`src/rtl/imc_ctrl_pkg.sv`:
```
package imc_ctrl_pkg;
  typedef enum logic [1:0] {
    OP_STORE = 2'b00,
    OP_LOAD  = 2'b01,
    OP_START = 2'b10,
    OP_WAIT  = 2'b11
  } imc_op_e;

  typedef enum logic [1:0] {
    ENG_IDLE,
    ENG_RUN,
    ENG_WB
  } eng_state_e;
endpackage

```
`src/rtl/imc_cmd_fifo.sv`:
```
module imc_cmd_fifo #(
  parameter int W     = 18,
  parameter int DEPTH = 8
) (
  input  logic         clk_i,
  input  logic         rst_ni,
  input  logic         push_i,
  input  logic [W-1:0] data_i,
  output logic         ready_o,
  input  logic         pop_i,
  output logic         empty_o,
  output logic [W-1:0] head_o
);
  localparam int PW = $clog2(DEPTH);
  localparam int CW = $clog2(DEPTH + 1);

  logic [W-1:0]  mem [DEPTH];
  logic [PW-1:0] wr_ptr, rd_ptr;
  logic [CW-1:0] cnt;

  assign ready_o = cnt < CW'(DEPTH);
  assign empty_o = cnt == '0;
  assign head_o  = mem[rd_ptr];

  always_ff @(posedge clk_i) begin
    if (push_i) mem[wr_ptr] <= data_i;
  end

  always_ff @(posedge clk_i or negedge rst_ni) begin
    if (!rst_ni) begin
      wr_ptr <= '0;
      rd_ptr <= '0;
      cnt    <= '0;
    end else begin
      if (push_i) wr_ptr <= wr_ptr + 1'b1;
      if (pop_i)  rd_ptr <= rd_ptr + 1'b1;
      cnt <= cnt + CW'(push_i) - CW'(pop_i);
    end
  end


  no_overflow_chk: assert property (@(posedge clk_i) disable iff (!rst_ni)
    push_i |-> cnt < CW'(DEPTH));


  no_underflow_chk: assert property (@(posedge clk_i) disable iff (!rst_ni)
    pop_i |-> !empty_o);
endmodule

```
`src/rtl/imc_addr_dec.sv`:
```
module imc_addr_dec #(
  parameter int ADDR_W  = 8,
  parameter int LAYER_W = 2,
  parameter int BLOCK_W = 2
) (
  input  logic [ADDR_W-1:0]              addr_i,
  output logic                           is_logic_o,
  output logic [LAYER_W+BLOCK_W-1:0]     row_o,
  output logic [ADDR_W-LAYER_W-BLOCK_W-2:0] col_o
);
  localparam int ROW_W = LAYER_W + BLOCK_W;
  localparam int INL_W = ADDR_W - 1 - ROW_W;

  // row = {layer, block}; data target uses col only
  assign is_logic_o = addr_i[ADDR_W-1];
  assign row_o      = addr_i[ADDR_W-2 -: ROW_W];
  assign col_o      = addr_i[INL_W-1:0];
endmodule

```
`src/rtl/imc_engine.sv`:
```
module imc_engine
  import imc_ctrl_pkg::*;
#(
  parameter int DATA_W   = 8,
  parameter int WORDS    = 8,
  parameter int COMP_LAT = 4
) (
  input  logic                       clk_i,
  input  logic                       rst_ni,
  input  logic                       start_i,
  input  logic [WORDS*DATA_W-1:0]    cfg_i,
  output logic                       busy_o,
  output logic                       wb_we_o,
  output logic [$clog2(WORDS)-1:0]   wb_idx_o,
  output logic [DATA_W-1:0]          wb_data_o,
  output logic                       done_o
);
  localparam int IW = $clog2(WORDS);
  localparam int CW = $clog2(COMP_LAT + 1);

  eng_state_e        state;
  logic [CW-1:0]     cnt;
  logic [IW-1:0]     idx;
  logic [DATA_W-1:0] scratch [WORDS];

  function automatic logic [DATA_W-1:0] bit_count(input logic [DATA_W-1:0] v);
    logic [DATA_W-1:0] s;
    s = '0;
    for (int i = 0; i < DATA_W; i++) s = s + DATA_W'(v[i]);
    return s;
  endfunction

  always_ff @(posedge clk_i or negedge rst_ni) begin
    if (!rst_ni) begin
      state <= ENG_IDLE;
      cnt   <= '0;
      idx   <= '0;
      for (int k = 0; k < WORDS; k++) scratch[k] <= '0;
    end else begin
      unique case (state)
        ENG_IDLE: if (start_i) begin
          for (int k = 0; k < WORDS; k++)
            scratch[k] <= bit_count(cfg_i[k*DATA_W +: DATA_W]);
          cnt   <= CW'(COMP_LAT - 1);
          state <= ENG_RUN;
        end
        ENG_RUN: begin
          if (cnt == '0) begin
            idx   <= '0;
            state <= ENG_WB;
          end else begin
            cnt <= cnt - 1'b1;
          end
        end
        ENG_WB: begin
          idx <= idx + 1'b1;
          if (idx == IW'(WORDS - 1)) state <= ENG_IDLE;
        end
        default: state <= ENG_IDLE;
      endcase
    end
  end

  assign busy_o    = state != ENG_IDLE;
  assign wb_we_o   = state == ENG_WB;
  assign wb_idx_o  = idx;
  assign wb_data_o = scratch[idx];
  assign done_o    = wb_we_o && idx == IW'(WORDS - 1);


  start_idle_chk: assert property (@(posedge clk_i) disable iff (!rst_ni)
    start_i |-> state == ENG_IDLE);


  done_release_chk: assert property (@(posedge clk_i) disable iff (!rst_ni)
    done_o |=> !busy_o);
endmodule

```
`src/rtl/imc_ctrl.sv`:
```
module imc_ctrl
  import imc_ctrl_pkg::*;
#(
  parameter int ADDR_W     = 8,
  parameter int DATA_W     = 8,
  parameter int LAYER_W    = 2,
  parameter int BLOCK_W    = 2,
  parameter int FIFO_DEPTH = 8,
  parameter int COMP_LAT   = 4
) (
  input  logic              clk_i,
  input  logic              rst_ni,
  input  logic              cmd_valid_i,
  output logic              cmd_ready_o,
  input  logic [1:0]        cmd_op_i,
  input  logic [ADDR_W-1:0] cmd_addr_i,
  input  logic [DATA_W-1:0] cmd_data_i,
  output logic              rsp_valid_o,
  output logic [DATA_W-1:0] rsp_data_o
);
  localparam int ROW_W  = LAYER_W + BLOCK_W;
  localparam int INL_W  = ADDR_W - 1 - ROW_W;
  localparam int WORDS  = 1 << INL_W;
  localparam int LDEPTH = 1 << (ADDR_W - 1);
  localparam int CMD_W  = 2 + ADDR_W + DATA_W;

  logic             q_empty, q_pop;
  logic [CMD_W-1:0] q_head;
  imc_op_e          h_op;
  logic [ADDR_W-1:0] h_addr;
  logic [DATA_W-1:0] h_data;

  imc_cmd_fifo #(.W(CMD_W), .DEPTH(FIFO_DEPTH)) u_fifo (
    .clk_i   (clk_i),
    .rst_ni  (rst_ni),
    .push_i  (cmd_valid_i && cmd_ready_o),
    .data_i  ({cmd_op_i, cmd_addr_i, cmd_data_i}),
    .ready_o (cmd_ready_o),
    .pop_i   (q_pop),
    .empty_o (q_empty),
    .head_o  (q_head)
  );

  assign h_op   = imc_op_e'(q_head[CMD_W-1 -: 2]);
  assign h_addr = q_head[DATA_W +: ADDR_W];
  assign h_data = q_head[DATA_W-1:0];

  logic             is_logic;
  logic [ROW_W-1:0] row;
  logic [INL_W-1:0] col;

  imc_addr_dec #(.ADDR_W(ADDR_W), .LAYER_W(LAYER_W), .BLOCK_W(BLOCK_W)) u_dec (
    .addr_i     (h_addr),
    .is_logic_o (is_logic),
    .row_o      (row),
    .col_o      (col)
  );

  logic [DATA_W-1:0] cfg_mem  [LDEPTH];
  logic [DATA_W-1:0] data_mem [WORDS];
  logic [WORDS*DATA_W-1:0] cfg_blk;

  always_comb begin
    for (int k = 0; k < WORDS; k++)
      cfg_blk[k*DATA_W +: DATA_W] = cfg_mem[{row, INL_W'(k)}];
  end

  logic              eng_busy, eng_start, wb_we, eng_done;
  logic [INL_W-1:0]  wb_idx;
  logic [DATA_W-1:0] wb_data;

  imc_engine #(.DATA_W(DATA_W), .WORDS(WORDS), .COMP_LAT(COMP_LAT)) u_eng (
    .clk_i     (clk_i),
    .rst_ni    (rst_ni),
    .start_i   (eng_start),
    .cfg_i     (cfg_blk),
    .busy_o    (eng_busy),
    .wb_we_o   (wb_we),
    .wb_idx_o  (wb_idx),
    .wb_data_o (wb_data),
    .done_o    (eng_done)
  );

  // issue gate: data-array access and start/wait hold while engine busy
  logic can_go, fire, cfg_we, data_cmd_we, do_load;

  always_comb begin
    unique case (h_op)
      OP_STORE, OP_LOAD: can_go = is_logic || !eng_busy;
      default:           can_go = !eng_busy;
    endcase
  end

  assign fire        = !q_empty && can_go;
  assign q_pop       = fire;
  assign eng_start   = fire && h_op == OP_START;
  assign cfg_we      = fire && h_op == OP_STORE && is_logic;
  assign data_cmd_we = fire && h_op == OP_STORE && !is_logic;
  assign do_load     = fire && h_op == OP_LOAD;

  always_ff @(posedge clk_i or negedge rst_ni) begin
    if (!rst_ni) begin
      for (int i = 0; i < LDEPTH; i++) cfg_mem[i] <= '0;
      for (int i = 0; i < WORDS; i++)  data_mem[i] <= '0;
    end else begin
      if (cfg_we) cfg_mem[{row, col}] <= h_data;
      if (wb_we)            data_mem[wb_idx] <= wb_data;
      else if (data_cmd_we) data_mem[col]    <= h_data;
    end
  end

  always_ff @(posedge clk_i or negedge rst_ni) begin
    if (!rst_ni) begin
      rsp_valid_o <= 1'b0;
      rsp_data_o  <= '0;
    end else begin
      rsp_valid_o <= do_load;
      if (do_load) rsp_data_o <= is_logic ? cfg_mem[{row, col}] : data_mem[col];
    end
  end


  wb_excl_chk: assert property (@(posedge clk_i) disable iff (!rst_ni)
    data_cmd_we |-> !eng_busy && !wb_we);


  load_rsp_chk: assert property (@(posedge clk_i) disable iff (!rst_ni)
    rsp_valid_o |-> $past(!q_empty && h_op == OP_LOAD));


  wait_hold_chk: assert property (@(posedge clk_i) disable iff (!rst_ni)
    (!q_empty && h_op == OP_WAIT && eng_busy && !eng_done) |=> !q_empty && h_op == OP_WAIT);
endmodule

```
`config.mk`:
```
export PLATFORM = sky130hd
export DESIGN_NAME = imc_ctrl
export DESIGN_NICKNAME = d
export VERILOG_FILES = /design/src/rtl/imc_ctrl_pkg.sv /design/src/rtl/imc_cmd_fifo.sv /design/src/rtl/imc_addr_dec.sv /design/src/rtl/imc_engine.sv /design/src/rtl/imc_ctrl.sv
export SDC_FILE = /design/constraint.sdc
export NUM_CORES = 2
export LEC_CHECK = 0
export BUFFER_PORTS_ARGS = -buffer_cell sky130_fd_sc_hd__buf_2
export CAP_MARGIN = 20
export CELL_PAD_IN_SITES_DETAIL_PLACEMENT = 0
export CELL_PAD_IN_SITES_GLOBAL_PLACEMENT = 1
export CORE_AREA = 2 2 357 359
export DETAILED_ROUTE_END_ITERATION = 16
export DIE_AREA = 0 0 359 361
export GPL_ROUTABILITY_DRIVEN = 1
export HOLD_SLACK_MARGIN = 0.06
export PLACE_DENSITY = 0.87
export SYNTH_ARGS = -nofsm -noshare
export SYNTH_HDL_FRONTEND = slang
export SYNTH_SLANG_ARGS = --single-unit
```
`constraint.sdc`:
```
create_clock -name clk_i -period 8.3 [get_ports clk_i]
set_clock_uncertainty 0.2 [all_clocks]
set_input_delay 0.83 -clock clk_i [delete_from_list [all_inputs] [get_ports clk_i]]
set_output_delay 0.83 -clock clk_i [all_outputs]
set_load 0.02 [all_outputs]
```
**Word level (Yosys, flattened, before mapping)**

Memory sizes are Yosys's and may differ from the RTL's.
Cells that the tools add are included.

- Register bits: 1179
- Memory bits (writable): 144
- Memories kept: 1
- Output and inout bits: 10

- Muxes and demuxes: 57
- Reductions and logical operators: 27
- Equal/unequal tests: 9
- Order comparisons: 15
- Add/subtract/negate cells: 62
- Bitwise logic cells: 11

Memories:

| name | depth | width | rd ports | clocked after Yosys merged registers in | write ports | RTL line | text |
|---|---|---|---|---|---|---|---|
| u_fifo.mem | 8 | 18 | 1 | 0 | 1 | imc_cmd_fifo.sv:17 | `logic [W-1:0] mem [DEPTH];` |

Operators with widths:

| operator | count |
|---|---|
| $bwmux 1024 | 1 |
| $bmux 8 s7 | 9 |
| $add 8x1->8 | 48 |
| $mux 8 | 26 |
| $bwmux 64 | 2 |
| $mux 64 | 2 |
| $ge 8x8->1 const B | 9 |
| $not 7->8 | 9 |
| $demux 8 s7 | 1 |
| $bmux 8 s3 | 2 |
| $demux 8 s3 | 2 |
| $add 1x1->2 | 8 |
| $pmux 3 s2 | 2 |
| $logic_and 1x1->1 | 10 |
| $add 3x1->3 const B | 3 |
| $mux 3 | 3 |
| $ge 4x4->1 const B | 2 |
| $lt 4x1->1 const B | 2 |
| $lt 8x1->1 const B | 1 |
| $not 3->4 | 2 |
| $reduce_bool 2->1 | 4 |
| $mux 2 | 3 |
| $ne 2x2->1 const B | 3 |
| $pmux 2 s3 | 1 |
| 17 further kinds | 26 |

**Longest topological paths before layout**

An unclocked memory read counts as a cell.

- Word-level depth: 12
- Depth in mapped cells: 22

**Modules after synthesis**

From an unflattened synthesis, not the netlist that was laid out.

- Cell total of the unflattened synthesis: 4830
- Area, all modules: 68419.4 um^2

Modules (own cells, without submodules):

| module | area an instance (um^2) | cells an instance | times used |
|---|---|---|---|
| imc_ctrl | 59002.8 | 4249 | 1 |
| imc_cmd_fifo | 6045.8 | 258 | 1 |
| imc_engine | 3310.7 | 315 | 1 |
| imc_addr_dec | 60.1 | 8 | 1 |

**Least setup slack after synthesis**

Ideal clock, no wire load.

- Kind: register -> register
- Start: register u_fifo.rd_ptr[0]
- End: register u_eng.scratch[10] in the netlist's numbering
- Setup slack: 2773 ps
- Arrival time: 5245 ps
- Path buffers: 6
- Cell stages (with the launch flop): 20
- Path through: dfrtp_1 > buf_6 > buf_6 > mux4_2 > mux2i_1 > buf_2 > clkbuf_1 > buf_1 > clkbuf_1 > nand3_1 > a311oi_1 > a21oi_1 > ha_1 > inv_1 > fa_1 > fa_1 > fa_1 > fa_1 > xor2_1 > o21ai_0

- Word-level cells in the longest chain between the ends: 12
- Elaborated cells between the ends (all ways): 21
- Classes of those cells: 7 x add/sub; 2 x eq/ne; 4 x mux; 1 x bitwise; 6 x reduce/logical; 1 x memory

Ends and longest elaborated chain:

| element | RTL line | text |
|---|---|---|
| start, declared | imc_cmd_fifo.sv:18 | `logic [PW-1:0] wr_ptr, rd_ptr;` |
| start signal, assigned | imc_cmd_fifo.sv:36 | `if (pop_i) rd_ptr <= rd_ptr + 1'b1;` |
| $mem_v2 8x18 (*) | n/a |  |
| $not 7->8 (not written as such) | imc_ctrl.sv:65 | `cfg_blk[k*DATA_W +: DATA_W] = cfg_mem[{row, INL_W'(k)}];` |
| $bmux 8 s7 | imc_ctrl.sv:65 |  |
| $mux 8 (not written as such) (2 in series) | imc_ctrl.sv:65 |  |
| $add 1x1->2 | imc_engine.sv:29 | `for (int i = 0; i < DATA_W; i++) s = s + DATA_W'(v[i]);` |
| $add 8x1->8 (6 in series) | imc_engine.sv:29 |  |
| end signal, assigned by index | imc_engine.sv:43 | `scratch[k] <= bit_count(cfg_i[k*DATA_W +: DATA_W]);` |
| end, declared | imc_engine.sv:24 | `logic [DATA_W-1:0] scratch [WORDS];` |

Every way passes the cells marked *; elsewhere a longest branch is shown, timed or not. The select of a mux whose other input is x is not followed.
A chain may end at the register's enable or synchronous reset.

**Final worst setup path**

- Start: register u_fifo.rd_ptr[0]
- End: register rsp_data_o[0]

- Word-level cells in the longest chain between the ends: 6
- Elaborated cells between the ends (all ways): 17
- Classes of those cells: 1 x eq/ne; 8 x mux; 2 x bitwise; 5 x reduce/logical; 1 x memory

Ends and longest elaborated chain:

| element | RTL line | text |
|---|---|---|
| $mem_v2 8x18 (*) | n/a |  |
| $not 7->8 (not written as such), or another cell as far along | imc_ctrl.sv:118 | `if (do_load) rsp_data_o <= is_logic ? cfg_mem[{row, col}] : data_mem[col];` |
| $bmux 8 s7, or another cell as far along | imc_ctrl.sv:118 |  |
| $mux 8 (not written as such) / $mux 1 (equally long branches) | imc_ctrl.sv:118, imc_ctrl.sv:88 |  |
| $mux 8 (not written as such) / $logic_and 1x1->1 (equally long branches) | imc_ctrl.sv:118, imc_ctrl.sv:94 |  |
| $mux 8 / $logic_and 1x1->1 (equally long branches) | imc_ctrl.sv:118, imc_ctrl.sv:99 |  |
| end signal, assigned | imc_ctrl.sv:118 |  |
| end, declared | imc_ctrl.sv:19 | `output logic [DATA_W-1:0] rsp_data_o` |

Marked as above.

==> metrics.yaml <==
setup_path:
  worstSetupStartpointType: "flip-flop"
  crit_slowest_cell: "nor2_2"
  critPathKind: "reg2reg"
  critPathMaxStageDelay_ns: 0.85
  critPathMaxFanout: 56
  reg2reg_slack_ns: 1.96
  worstSetupEndpointType: "flip-flop"
  r2r_cells: 12
  crit_chain: "buf_4 > mux4_2 > mux2_8 > buf_4 > nor2_2 > buf_4 > a221oi_1 > o221ai_1 > o21ai_0 > nor3_1 > nor4_1 > a31oi_1"
  cpMostUsedCell: "buf_4"
  cp_data_required_time_ns: 8.75
  arrival_ns: 6.79
final_layout:
  drive_above_1_share_pct: 9.30
  area_growth_syn_to_layout_pct: 10.2
  finalInstanceArea_sq_um: 72900
  fillers: 11200
  nets: 7497
clock_network:
  cts_root_buf: "clkbuf_16"
  clk_pin_slew_ns: 0.06
  htree_levels: 4
  clock_latency_ns: 0.83
  cts_buffer_depth: 3
  numCtsBuffers: 143
  cts_tree: "built"
  clock_sinks: 1291
die:
  io_pins: 31
  die_x_um: 359
  start_util_pct: 52.8
  die-area_sq_um: 130000
  die_y_um: 361
  core-area_sq_um: 125000
  rows: 130
flow_run:
  maxCapViolations: 0
synth:
  synth_enable_flop_cells: 144
  ys_types: 69
  yosysTopAreaCell: "dfrtp_1"
  synth_top_area_share_pct: 43.4
  synthCells: 7673
  yosys_warnings: 0
  yosys.area_share.adder_pct: 1.66
  synth-async-reset-ratio_pct: 88.8
  synthMuxAreaShare_pct: 3.13
  ys.flop_type: "dfrtp_1"
  syn_nets: 7762
  synth_sequential_area_ratio_pct: 49.9
  synth-compound-area-share_pct: 20.1
  synth_top_family_by_area: "simple AND/OR/NAND/NOR gates"
  ys_seq_elements: 1291
  synth-xor-area-share_pct: 0.198
  synth_area_sq_um: 66200
  synth_area_leaders: "dfrtp_1, nand2_1, a21oi_1"
  synthSimpleGateAreaFrac_pct: 20.5
  avgSynthCellArea_sq_um: 8.63
timing:
  final-hold-violation-count: 0
  max_freq_ghz: 0.158
  min_period_ns: 6.34
  fin_crit_sh_pct: 76.4
  max-slew-margin-rel_pct: 15.8
  final.setup.tns_ns: 0
  worst_slew_pin_slew_ns: 1.26
  drv_slew: 0
  final-setup-viol-count: 0
  rsz0062_at_grt: "false"
placed_design:
  gp_congestion: 1.06
  dp_hpwl_mm: 206
  port_buffers: 30
  placed_area_sq_um: 67900
grt:
  grt_pass1_vias: 58500
  grt.overflow.total: 0
  grt_pass1_wl_mm: 438
  grt_max_degree: 164
  grt_antenna_before_repair: 16
  grt_usage_pct: 47.2
drt:
  vias: 63400
  wl_per_cell_um: 33.8
  viasPerCell: 6.91
  ant_nets: 0
  drc_errors: 0
  dr.pass1.iters: 9
  wirelength_mm: 310
  drt_iter0_drc: 11500
worst_hold_path:
  worstHoldPathCells: 1
  hold_path_class: "in2reg"
outcome:
  outcome: "complete, no violations"
synthesized netlist by cell type, types with 39 or more instances:
library cell     n
a221oi_1       102
buf_2          163
dfrtp_1       1147
o21ai_0        416
edfxtp_1       144
a211oi_1        39
a21oi_1        892
nor2_1         838
mux2_2          48
a311oi_1       202
buf_1           62
a22oi_1        183
mux2i_1         50
nor2_2          53
nand3_1        341
a31oi_1         95
mux4_2          40
nand2_1       1826
and3_1         140
inv_1           44
clkbuf_1       420
sequential cells by signal, indices dropped and copies added (netlist names), 4 cells and up:
name and flops:
cfg_mem 1024, data_mem 64, rsp_data_o 8, u_eng.scratch 32, u_fifo.cnt 4, u_fifo.mem 144
metrics by stage:
stage / instances / util, % / hold slack, ns / setup WS (ns)
after floorplan: 7673 / - / 0.233 / 2.77
after global placement: 8894 / 54.1 / 0.255 / 2.22
after detailed placement: 8900 / 54.1 / 0.254 / 2.11
after CTS: 9160 / 58.0 / 0.0622 / 2.09
after global routing: 9171 / 58.1 / 0.0889 / 1.90
final: 9183 / 58.2 / 0.0797 / 1.96
critical path: cells and delay by family (launching register included):
kind / cells / cell delay, ns
simple gates: 3 / 1.79
buf+inv: 3 / 1.45
flops: 1 / 0.47
mux: 2 / 1.20
compound gates: 4 / 0.93
placed cells by master (no fill, tap or decap), types with 40 or more instances in the layout:
cell       netlist  layout
inv_1           44      44
a21oi_1        892     892
a311oi_1       202     201
o21ai_0        416     415
buf_4           12     191
a31oi_1         95      95
clkbuf_16        0     143
mux4_2          40      40
and3_1         140     140
edfxtp_1       144     144
a22oi_1        183     183
a221oi_1       102     102
nor2_2          53      75
nor2_1         838     808
nand2_1       1826    1826
mux2_2          48      41
dfrtp_1       1147    1144
nand3_1        341     341
kinds of logic after synthesis:
family                   after synthesis
XOR/XNOR                              15
AO/OA/AOI/OAI                       2148
adder cells (fa/ha/maj)               68
flip-flops                          1291
AND/OR/NAND/NOR                     3295
buffers and inverters                710
multiplexers                         146
repair_timing:
action                    4_1_cts  5_1_grt
hold endpoints to repair      122        0
hold buffers                    5        0
buffers inserted                0        0
gates resized for setup         0        0
final timing paths:
check,startpoint,to
hold / removal,cmd_data_i[2],u_fifo.mem[6][2]
setup reg to reg,u_fifo.rd_ptr[0],rsp_data_o[0]
hold reg to reg,u_eng.scratch[35],u_eng.scratch[35]
min in group asynchronous,rst_ni,cfg_mem[67]
setup / recovery,u_fifo.rd_ptr[0],rsp_data_o[0]
max in group asynchronous,rst_ni,cfg_mem[956]
area by class of cell:
class	instances	area, sq um	area share (%)
tap	1650	2060	2.83
clock buffer	207	4110	5.63
clock inverter	48	766	1.05
timing repair buffer	256	2130	2.92
sequential	1291	33000	45.3
inverter	44	165	0.226
antenna	15	37.5	0.0515
multi-input combinational	5672	30600	42.0
layer usage:
metal,routed length [um],track usage [%]
met5,66,0
met1,111000,60.6
met3,42900,16.0
met4,27400,33.5
met2,129000,67.0
Power is not shown: default switching activity piles up to over one toggle a cycle in this logic, so the estimate is an artifact.
